$ cat src/rtl/nvs_pkg.sv
package nvs_pkg;

  typedef enum logic [2:0] {
    PH_IDLE  = 3'd0,
    PH_ERASE = 3'd1,
    PH_PROG  = 3'd2,
    PH_CLEAR = 3'd3,
    PH_XFER  = 3'd4
  } nvs_phase_e;

  // Largest of four phase lengths
  function automatic int unsigned max4(input int unsigned a, input int unsigned b,
                                       input int unsigned c, input int unsigned d);
    int unsigned m;
    m = a;
    if (b > m) m = b;
    if (c > m) m = c;
    if (d > m) m = d;
    return m;
  endfunction

  // Counter width able to hold the largest reload value (length - 1)
  function automatic int unsigned ctr_width(input int unsigned longest);
    return (longest < 2) ? 1 : $clog2(longest);
  endfunction

  // Reload value loaded when a phase is entered: phase lasts len cycles
  function automatic int unsigned phase_reload(input nvs_phase_e ph,
                                               input int unsigned e_len, input int unsigned p_len,
                                               input int unsigned c_len, input int unsigned x_len);
    case (ph)
      PH_ERASE: return e_len - 1;
      PH_PROG:  return p_len - 1;
      PH_CLEAR: return c_len - 1;
      PH_XFER:  return x_len - 1;
      default:  return 0;
    endcase
  endfunction

  // Total cycle count of an operation built from two phases
  function automatic int unsigned op_cycles(input int unsigned first, input int unsigned second);
    return first + second;
  endfunction

endpackage

$ cat src/rtl/nvs_pend_latch.sv
module nvs_pend_latch (
  input  logic clk,
  input  logic rst_n,
  input  logic supply_ok,
  input  logic take,
  output logic pend
);

  // Reset stands for power-up: a recall is owed from the start.
  // A low supply sets the latch and wins over take.
  always_ff @(posedge clk or negedge rst_n) begin
    if (!rst_n)          pend <= 1'b1;
    else if (!supply_ok) pend <= 1'b1;
    else if (take)       pend <= 1'b0;
  end

endmodule

$ cat src/rtl/nvs_phase_ctr.sv
module nvs_phase_ctr #(
  parameter int unsigned W = 4
) (
  input  logic         clk,
  input  logic         rst_n,
  input  logic         load,
  input  logic [W-1:0] load_val,
  output logic         done
);

  logic [W-1:0] cnt_q;

  always_ff @(posedge clk or negedge rst_n) begin
    if (!rst_n)              cnt_q <= '0;
    else if (load)           cnt_q <= load_val;
    else if (cnt_q != '0)    cnt_q <= cnt_q - 1'b1;
  end

  assign done = (cnt_q == '0);

endmodule

$ cat src/rtl/nvs_seq_fsm.sv
module nvs_seq_fsm
  import nvs_pkg::*;
#(
  parameter int unsigned ERASE_CYC = 5,
  parameter int unsigned PROG_CYC  = 7,
  parameter int unsigned CLEAR_CYC = 3,
  parameter int unsigned XFER_CYC  = 4,
  parameter int unsigned W         = 3
) (
  input  logic         clk,
  input  logic         rst_n,
  input  logic         supply_ok,
  input  logic         pend,
  input  logic         store_req,
  input  logic         recall_req,
  input  logic         ctr_done,
  output nvs_phase_e   phase,
  output logic         hw_op,
  output logic         ctr_load,
  output logic [W-1:0] ctr_val,
  output logic         take_hw,
  output logic         start_store,
  output logic         start_swrec
);

  nvs_phase_e phase_d;
  logic       hw_d;

  always_comb begin
    phase_d     = phase;
    hw_d        = hw_op;
    take_hw     = 1'b0;
    start_store = 1'b0;
    start_swrec = 1'b0;
    if (!supply_ok) begin
      phase_d = PH_IDLE;
      hw_d    = 1'b0;
    end else begin
      case (phase)
        PH_IDLE: begin
          if (pend) begin
            take_hw = 1'b1;
            phase_d = PH_CLEAR;
            hw_d    = 1'b1;
          end else if (store_req) begin
            start_store = 1'b1;
            phase_d     = PH_ERASE;
            hw_d        = 1'b0;
          end else if (recall_req) begin
            start_swrec = 1'b1;
            phase_d     = PH_CLEAR;
            hw_d        = 1'b0;
          end
        end
        PH_ERASE: if (ctr_done) phase_d = PH_PROG;
        PH_PROG:  if (ctr_done) phase_d = PH_IDLE;
        PH_CLEAR: if (ctr_done) phase_d = PH_XFER;
        PH_XFER:  if (ctr_done) phase_d = PH_IDLE;
        default:  phase_d = PH_IDLE;
      endcase
    end
  end

  assign ctr_load = (phase_d != phase) && (phase_d != PH_IDLE);
  assign ctr_val  = W'(phase_reload(phase_d, ERASE_CYC, PROG_CYC, CLEAR_CYC, XFER_CYC));

  always_ff @(posedge clk or negedge rst_n) begin
    if (!rst_n) begin
      phase <= PH_IDLE;
      hw_op <= 1'b0;
    end else begin
      phase <= phase_d;
      hw_op <= hw_d;
    end
  end

endmodule

$ cat src/rtl/nvs_seq.sv
module nvs_seq
  import nvs_pkg::*;
#(
  parameter int unsigned ERASE_CYC = 5,
  parameter int unsigned PROG_CYC  = 7,
  parameter int unsigned CLEAR_CYC = 3,
  parameter int unsigned XFER_CYC  = 4
) (
  input  logic clk,
  input  logic rst_n,
  input  logic supply_ok,
  input  logic store_req,
  input  logic recall_req,
  output logic erase_en,
  output logic prog_en,
  output logic clear_en,
  output logic xfer_en,
  output logic access_block,
  output logic busy_n
);

  localparam int unsigned LONGEST = max4(ERASE_CYC, PROG_CYC, CLEAR_CYC, XFER_CYC);
  localparam int unsigned W       = ctr_width(LONGEST);

  nvs_phase_e   phase;
  logic         hw_op;
  logic         pend;
  logic         take_hw;
  logic         start_store;
  logic         start_swrec;
  logic         ctr_load;
  logic [W-1:0] ctr_val;
  logic         ctr_done;
  logic         op_running;

  nvs_pend_latch u_pend (
    .clk       (clk),
    .rst_n     (rst_n),
    .supply_ok (supply_ok),
    .take      (take_hw),
    .pend      (pend)
  );

  nvs_phase_ctr #(.W(W)) u_ctr (
    .clk      (clk),
    .rst_n    (rst_n),
    .load     (ctr_load),
    .load_val (ctr_val),
    .done     (ctr_done)
  );

  nvs_seq_fsm #(
    .ERASE_CYC (ERASE_CYC),
    .PROG_CYC  (PROG_CYC),
    .CLEAR_CYC (CLEAR_CYC),
    .XFER_CYC  (XFER_CYC),
    .W         (W)
  ) u_fsm (
    .clk         (clk),
    .rst_n       (rst_n),
    .supply_ok   (supply_ok),
    .pend        (pend),
    .store_req   (store_req),
    .recall_req  (recall_req),
    .ctr_done    (ctr_done),
    .phase       (phase),
    .hw_op       (hw_op),
    .ctr_load    (ctr_load),
    .ctr_val     (ctr_val),
    .take_hw     (take_hw),
    .start_store (start_store),
    .start_swrec (start_swrec)
  );

  assign erase_en     = (phase == PH_ERASE);
  assign prog_en      = (phase == PH_PROG);
  assign clear_en     = (phase == PH_CLEAR);
  assign xfer_en      = (phase == PH_XFER);
  assign op_running   = (phase != PH_IDLE);
  assign access_block = op_running || pend || !supply_ok;
  assign busy_n       = !(erase_en || prog_en || (hw_op && (clear_en || xfer_en)));

endmodule

$ cat config.mk
export PLATFORM = sky130hd
export DESIGN_NAME = nvs_seq
export DESIGN_NICKNAME = d
export VERILOG_FILES = /design/src/rtl/nvs_pkg.sv /design/src/rtl/nvs_pend_latch.sv /design/src/rtl/nvs_phase_ctr.sv /design/src/rtl/nvs_seq_fsm.sv /design/src/rtl/nvs_seq.sv
export SDC_FILE = /design/constraint.sdc
export NUM_CORES = 1
export LEC_CHECK = 0
export BUFFER_PORTS_ARGS = -buffer_cell sky130_fd_sc_hd__buf_2
export CAP_MARGIN = 15
export CELL_PAD_IN_SITES_DETAIL_PLACEMENT = 1
export CELL_PAD_IN_SITES_GLOBAL_PLACEMENT = 2
export CORE_MARGIN = 2
export CORE_UTILIZATION = 27
export DETAILED_ROUTE_END_ITERATION = 8
export PLACE_DENSITY_LB_ADDON = 0.1
export SKIP_CTS_REPAIR_TIMING = 1
export SYNTH_ARGS = -nofsm -noshare
export SYNTH_HDL_FRONTEND = slang
export SYNTH_SLANG_ARGS = --single-unit
$ cat constraint.sdc
create_clock -name clk -period 1.8 [get_ports clk]
set_clock_uncertainty 0.15 [all_clocks]
set_input_delay 0.09 -clock clk [delete_from_list [all_inputs] [get_ports clk]]
set_output_delay 0.09 -clock clk [all_outputs]
set_load 0.01 [all_outputs]
## Yosys cells after proc, flatten, opt, wreduce, memory -nomap -nowiden

Cells that the tools add are included.

- Input bits: 5
- Logic and storage cells: 55
- Bits in registers: 8

- Multiplexer cells: 21
- Add/sub/neg operators: 1
- Reduce and logical (&&, ||, !) cells: 17
- Equal/unequal tests: 12

Operator list:

| cell | count |
|---|---|
| $mux W3 | 9 |
| $pmux W3 S4 | 2 |
| $eq A3 B2 Y1 const B | 4 |
| $mux W1 | 10 |
| $reduce_bool A3 Y1 | 3 |
| $eq A3 B1 Y1 const B | 2 |
| $eq A3 B3 Y1 const B | 2 |
| $logic_not A3 Y1 | 2 |
| $logic_or A1 B1 Y1 | 5 |
| $ne A2 B1 Y1 const B | 2 |
| $ne A4 B1 Y1 const B | 1 |
| $ne A3 B3 Y1 | 1 |
| $sub A3 B1 Y3 const B | 1 |
| $logic_and A1 B1 Y1 | 2 |
| $logic_not A1 Y1 | 2 |
| $reduce_and A2 Y1 | 1 |
| $reduce_bool A2 Y1 | 1 |
| $reduce_or A2 Y1 | 1 |

## Logic depth before layout (Yosys ltp)

- Depth in word-level cells: 8
- Mapped depth: 9
- Depth with buffers taken out: 9

## By module

A second synthesis with hierarchy kept.

- Cells, all modules: 67
- Area, all modules: 614.3 sq um

By module, submodules not included:

| module | cells an instance | instances | area each (sq um) |
|---|---|---|---|
| nvs_seq_fsm | 33 | 1 | 301.5 |
| nvs_phase_ctr | 21 | 1 | 201.4 |
| nvs_seq | 10 | 1 | 72.6 |
| nvs_pend_latch | 3 | 1 | 38.8 |

## Worst setup path before layout

No wires, ideal clock.

- Path type: reg-to-reg
- Start point: reg u_ctr.cnt_q[0]
- End point: reg u_ctr.cnt_q[1]
- Clock period less this slack: 1.904 ns
- Buffers on the path: 0
- Cell stages (with the launch flop): 10
- Data required time: 1.502 ns
- Setup slack: -0.104 ns
- Arrival time: 1.606 ns
- Cell sequence: dfrtp_1 -> inv_1 -> ha_1 -> ha_1 -> nand2b_1 -> o211ai_1 -> or2_2 -> inv_1 -> o21ai_0 -> a31oi_1

- Longest elaborated chain between the ends: 7

RTL lines:

| item | RTL line | text |
|---|---|---|
| start, declared | nvs_phase_ctr.sv:11 | `logic [W-1:0] cnt_q;` |
| start signal, assigned | nvs_phase_ctr.sv:15 | `else if (load) cnt_q <= load_val;` |
| start signal, assigned | nvs_phase_ctr.sv:16 | `else if (cnt_q != '0) cnt_q <= cnt_q - 1'b1;` |
| $logic_not A3 Y1 * | nvs_phase_ctr.sv:19 | `assign done = (cnt_q == '0);` |
| $mux W3, on equally long branches | -- |  |
| $pmux W3 S4 * | nvs_seq_fsm.sv:39 | `case (phase)` |
| $mux W3 * | nvs_seq_fsm.sv:35 | `if (!supply_ok) begin` |
| named net u_fsm.phase_d[1] | nvs_seq_fsm.sv:26 | `nvs_phase_e phase_d;` |
| $eq A3 B3 Y1, or another cell as far along | nvs_pkg.sv:31 | `case (ph)` |
| $pmux W3 S4 or $logic_and A1 B1 Y1 (tied branches) | nvs_pkg.sv:31, nvs_seq_fsm.sv:64 |  |
| $mux W3 or $reduce_bool A2 Y1 (tied branches) | -- |  |

The timed path passes the listed nets; every way through them passes the cells marked *. The select of a mux whose other input is x is not followed.
A chain may end at the register's enable or synchronous reset.

## Worst setup path in the final report

Same ends and word-level chain as after synthesis.

==> summary.txt <==
Critical path capture point type -> flop
GRT Total Usage -> 0.164
Mapped cell area -> 623 um^2
Relative slew slack -> 0.752
R2R setup slack -> -0.11 ns
Post-Route WL -> 1940 um
Final WS setup -> -0.108 ns
Initial DRC count -> 5
Port Buffers -> 10
Fmax -> 0.524 GHz
Async SR Flop Fraction -> 1.00
N_diodes -> 0
Endpoints failing setup -> 4
Post-route DRC -> 0
Largest net degree at the start of global routing -> 12
CTS sink cnt -> 8
Worst Hold Depth -> 2
Failing checks -> setup timing
Core ar. -> 2190 um^2
Via count -> 683
Syn Inst Count -> 76
Hold Path Class -> in -> reg
Hold Violations, Final -> 0
Pwr dens -> 1370 nW/um^2
R2r startpoint -> u_ctr.cnt_q[0]$_DFFE_PN0P_
Synthesized flop and latch total -> 8
Worst setup SP type -> flop
Hpwl dp -> 1580 um
Layout Utilization -> 0.429
Ys Warns -> 0
Die H -> 52.0 um
Global-route wire length before repair -> 3270 um
Crit Path Category -> reg -> reg
Main synth FF type -> dfrtp_1
Ranking of synthesized cells by area -> dfrtp_1, a21oi_1, nor2b_1
Initial antenna violation count -> 0
Row count -> 17
Final Max Slew Viols -> 0
Routed len/inst -> 13.9 um
Nets -> 119
Number of enable flip-flop cells after synthesis -> 0
Post-synth top area share -> 0.281
Total of max-cap violations -> 0
Tightest Pin Transition -> 0.369 ns
Data required, critical path -> 1.76 ns
Lkg Pwr -> 0.000442 uW
Hold Crit Start -> supply_ok
Hold Path End -> u_pend.pend$_DFFE_PN1P_
Worst path arrival time -> 1.87 ns
Clock transition at path regs -> 0.05 ns
Post-route antenna net violation count -> 0
Total CTS buffers -> 3
Skew-Pair Late Insertion Delay -> 0.25 ns
Routability-driven placement congestion ratio -> 0.792
Cell type with the largest total area after synthesis -> dfrtp_1
Synth unique cells -> 31
Most frequent cells after synthesis -> a21oi_1, dfrtp_1, inv_1
Starting Density -> 0.284
VDD IR max -> 0.000627 V
Synthesized Nets -> 83
RSZ-0062 raised after global routing -> true
Gr ovfl total -> 0
Worst r2r dst -> u_ctr.cnt_q[1]$_DFFE_PN0P_
Vias per cell -> 4.91
Outcome -> complete, but fails checks
DRT Pass-1 Iters -> 4
Sequential cell area fraction in the yosys report -> 0.323
Final Critical Period -> 1.91 ns
Die ar. -> 2710 um^2
Post-Place Worst Slack -> -0.107 ns
Ports -> 11
Final worst-path cycle share -> 1.06
Die Wd -> 52.0 um
Avg Cell Area, Syn -> 8.20 um^2
Vias in the first global route -> 691
H-tree Lvls -> 1
Root Buffer -> clkbuf_4
CP max FO -> 5
Layout cell share with drive strength beyond 1 -> 0.441
CTS Buffer Depth -> 2
TritonCTS clock tree -> built
Area Overhead vs Synth -> 50.8%
Worst-case reg-to-reg path depth -> 9
==> state kept, by name, indices dropped and copies added (netlist names) <==
signal,flops
u_ctr.cnt_q,3
u_fsm.phase,3
u_fsm.hw_op,1
u_pend.pend,1
==> worst max-delay path, stage by stage, from the launching register on <==
cell and delay [ns]:
dfrtp_1 0.34, inv_1 0.05, ha_2 0.19, ha_4 0.17, nand2b_4 0.14, o211ai_1 0.25
or2_4 0.20, inv_4 0.04, o21ai_1 0.14, a31oi_1 0.10
==> power breakdown <==
part | switching (uW) | total, uW | internal [uW] | leakage, uW
sequential | 59.1 | 307 | 248 | 0.0000960
clock | 58.9 | 144 | 84.7 | 0.0000150
combinational | 393 | 837 | 443 | 0.000331
==> kinds of logic after synthesis <==
family	after synthesis	synth area share
DFF	8	0.323
AOI/OAI and AO/OA	27	0.299
and+or+nand+nor	29	0.277
adders and majority gates	2	0.0402
buffers and inverters	10	0.0602
==> layout make-up <==
| class | count | area (um^2) |
|---|---|---|
| Fill cell | 269 | 1250 |
| Inverter | 7 | 28.8 |
| Sequential cell | 8 | 203 |
| Timing Repair Buffer | 34 | 233 |
| Tap cell | 28 | 35.0 |
| Clock buffer | 4 | 26.3 |
| Multi-Input combinational cell | 58 | 414 |
==> how the worst max path moves through the flow <==
stage | startpoint | endpoint | slack (ns) | depth (start not counted)
final | u_ctr.cnt_q[0]$_DFFE_PN0P_ | u_ctr.cnt_q[1]$_DFFE_PN0P_ | -0.11 | 9
after global placement | u_ctr.cnt_q[1]$_DFFE_PN0P_ | u_ctr.cnt_q[2]$_DFFE_PN0P_ | -0.13 | 9
after floorplan | u_ctr.cnt_q[0]$_DFFE_PN0P_ | u_ctr.cnt_q[2]$_DFFE_PN0P_ | 0.007 | 9
after CTS | u_ctr.cnt_q[1]$_DFFE_PN0P_ | u_ctr.cnt_q[2]$_DFFE_PN0P_ | -0.14 | 9
after global routing | u_ctr.cnt_q[0]$_DFFE_PN0P_ | u_ctr.cnt_q[1]$_DFFE_PN0P_ | -0.19 | 9
after detailed placement | u_ctr.cnt_q[1]$_DFFE_PN0P_ | u_ctr.cnt_q[2]$_DFFE_PN0P_ | -0.11 | 9
==> metal layers <==
layer,part of all wire,GRT usage
met5,0,0
met4,0.0067,0.0789
met3,0.018,0.00862
met2,0.46,0.241
met1,0.52,0.241
==> through the flow <==
step	hold WS (ns)	power, uW	instance area [um^2]	setup TNS, ns	cells
floorplan	-0.356	777	649	0	76
global placement	-0.208	1100	880	-0.251	132
detailed placement	-0.206	1100	880	-0.243	132
CTS	-0.481	1260	906	-0.311	136
global route	0.0289	1410	940	-0.605	139
finish	0.00673	1290	940	-0.268	139
==> cells in the final DEF, fill, tap and decap left out, types with 2 or more instances in the layout <==
cell type  count
o21ai_0        3
nand3_1        2
inv_1          6
nor2b_1        5
nor2_1         4
a22oi_1        2
buf_2         10
a31oi_1        4
o211ai_1       2
nand2b_1       2
and2_1         2
a21oi_1        7
buf_4         23
nand2_1        5
o21ai_1        2
clkbuf_4       3
dfrtp_1        6
or3_4          2
(Power assumes the default switching activity.)
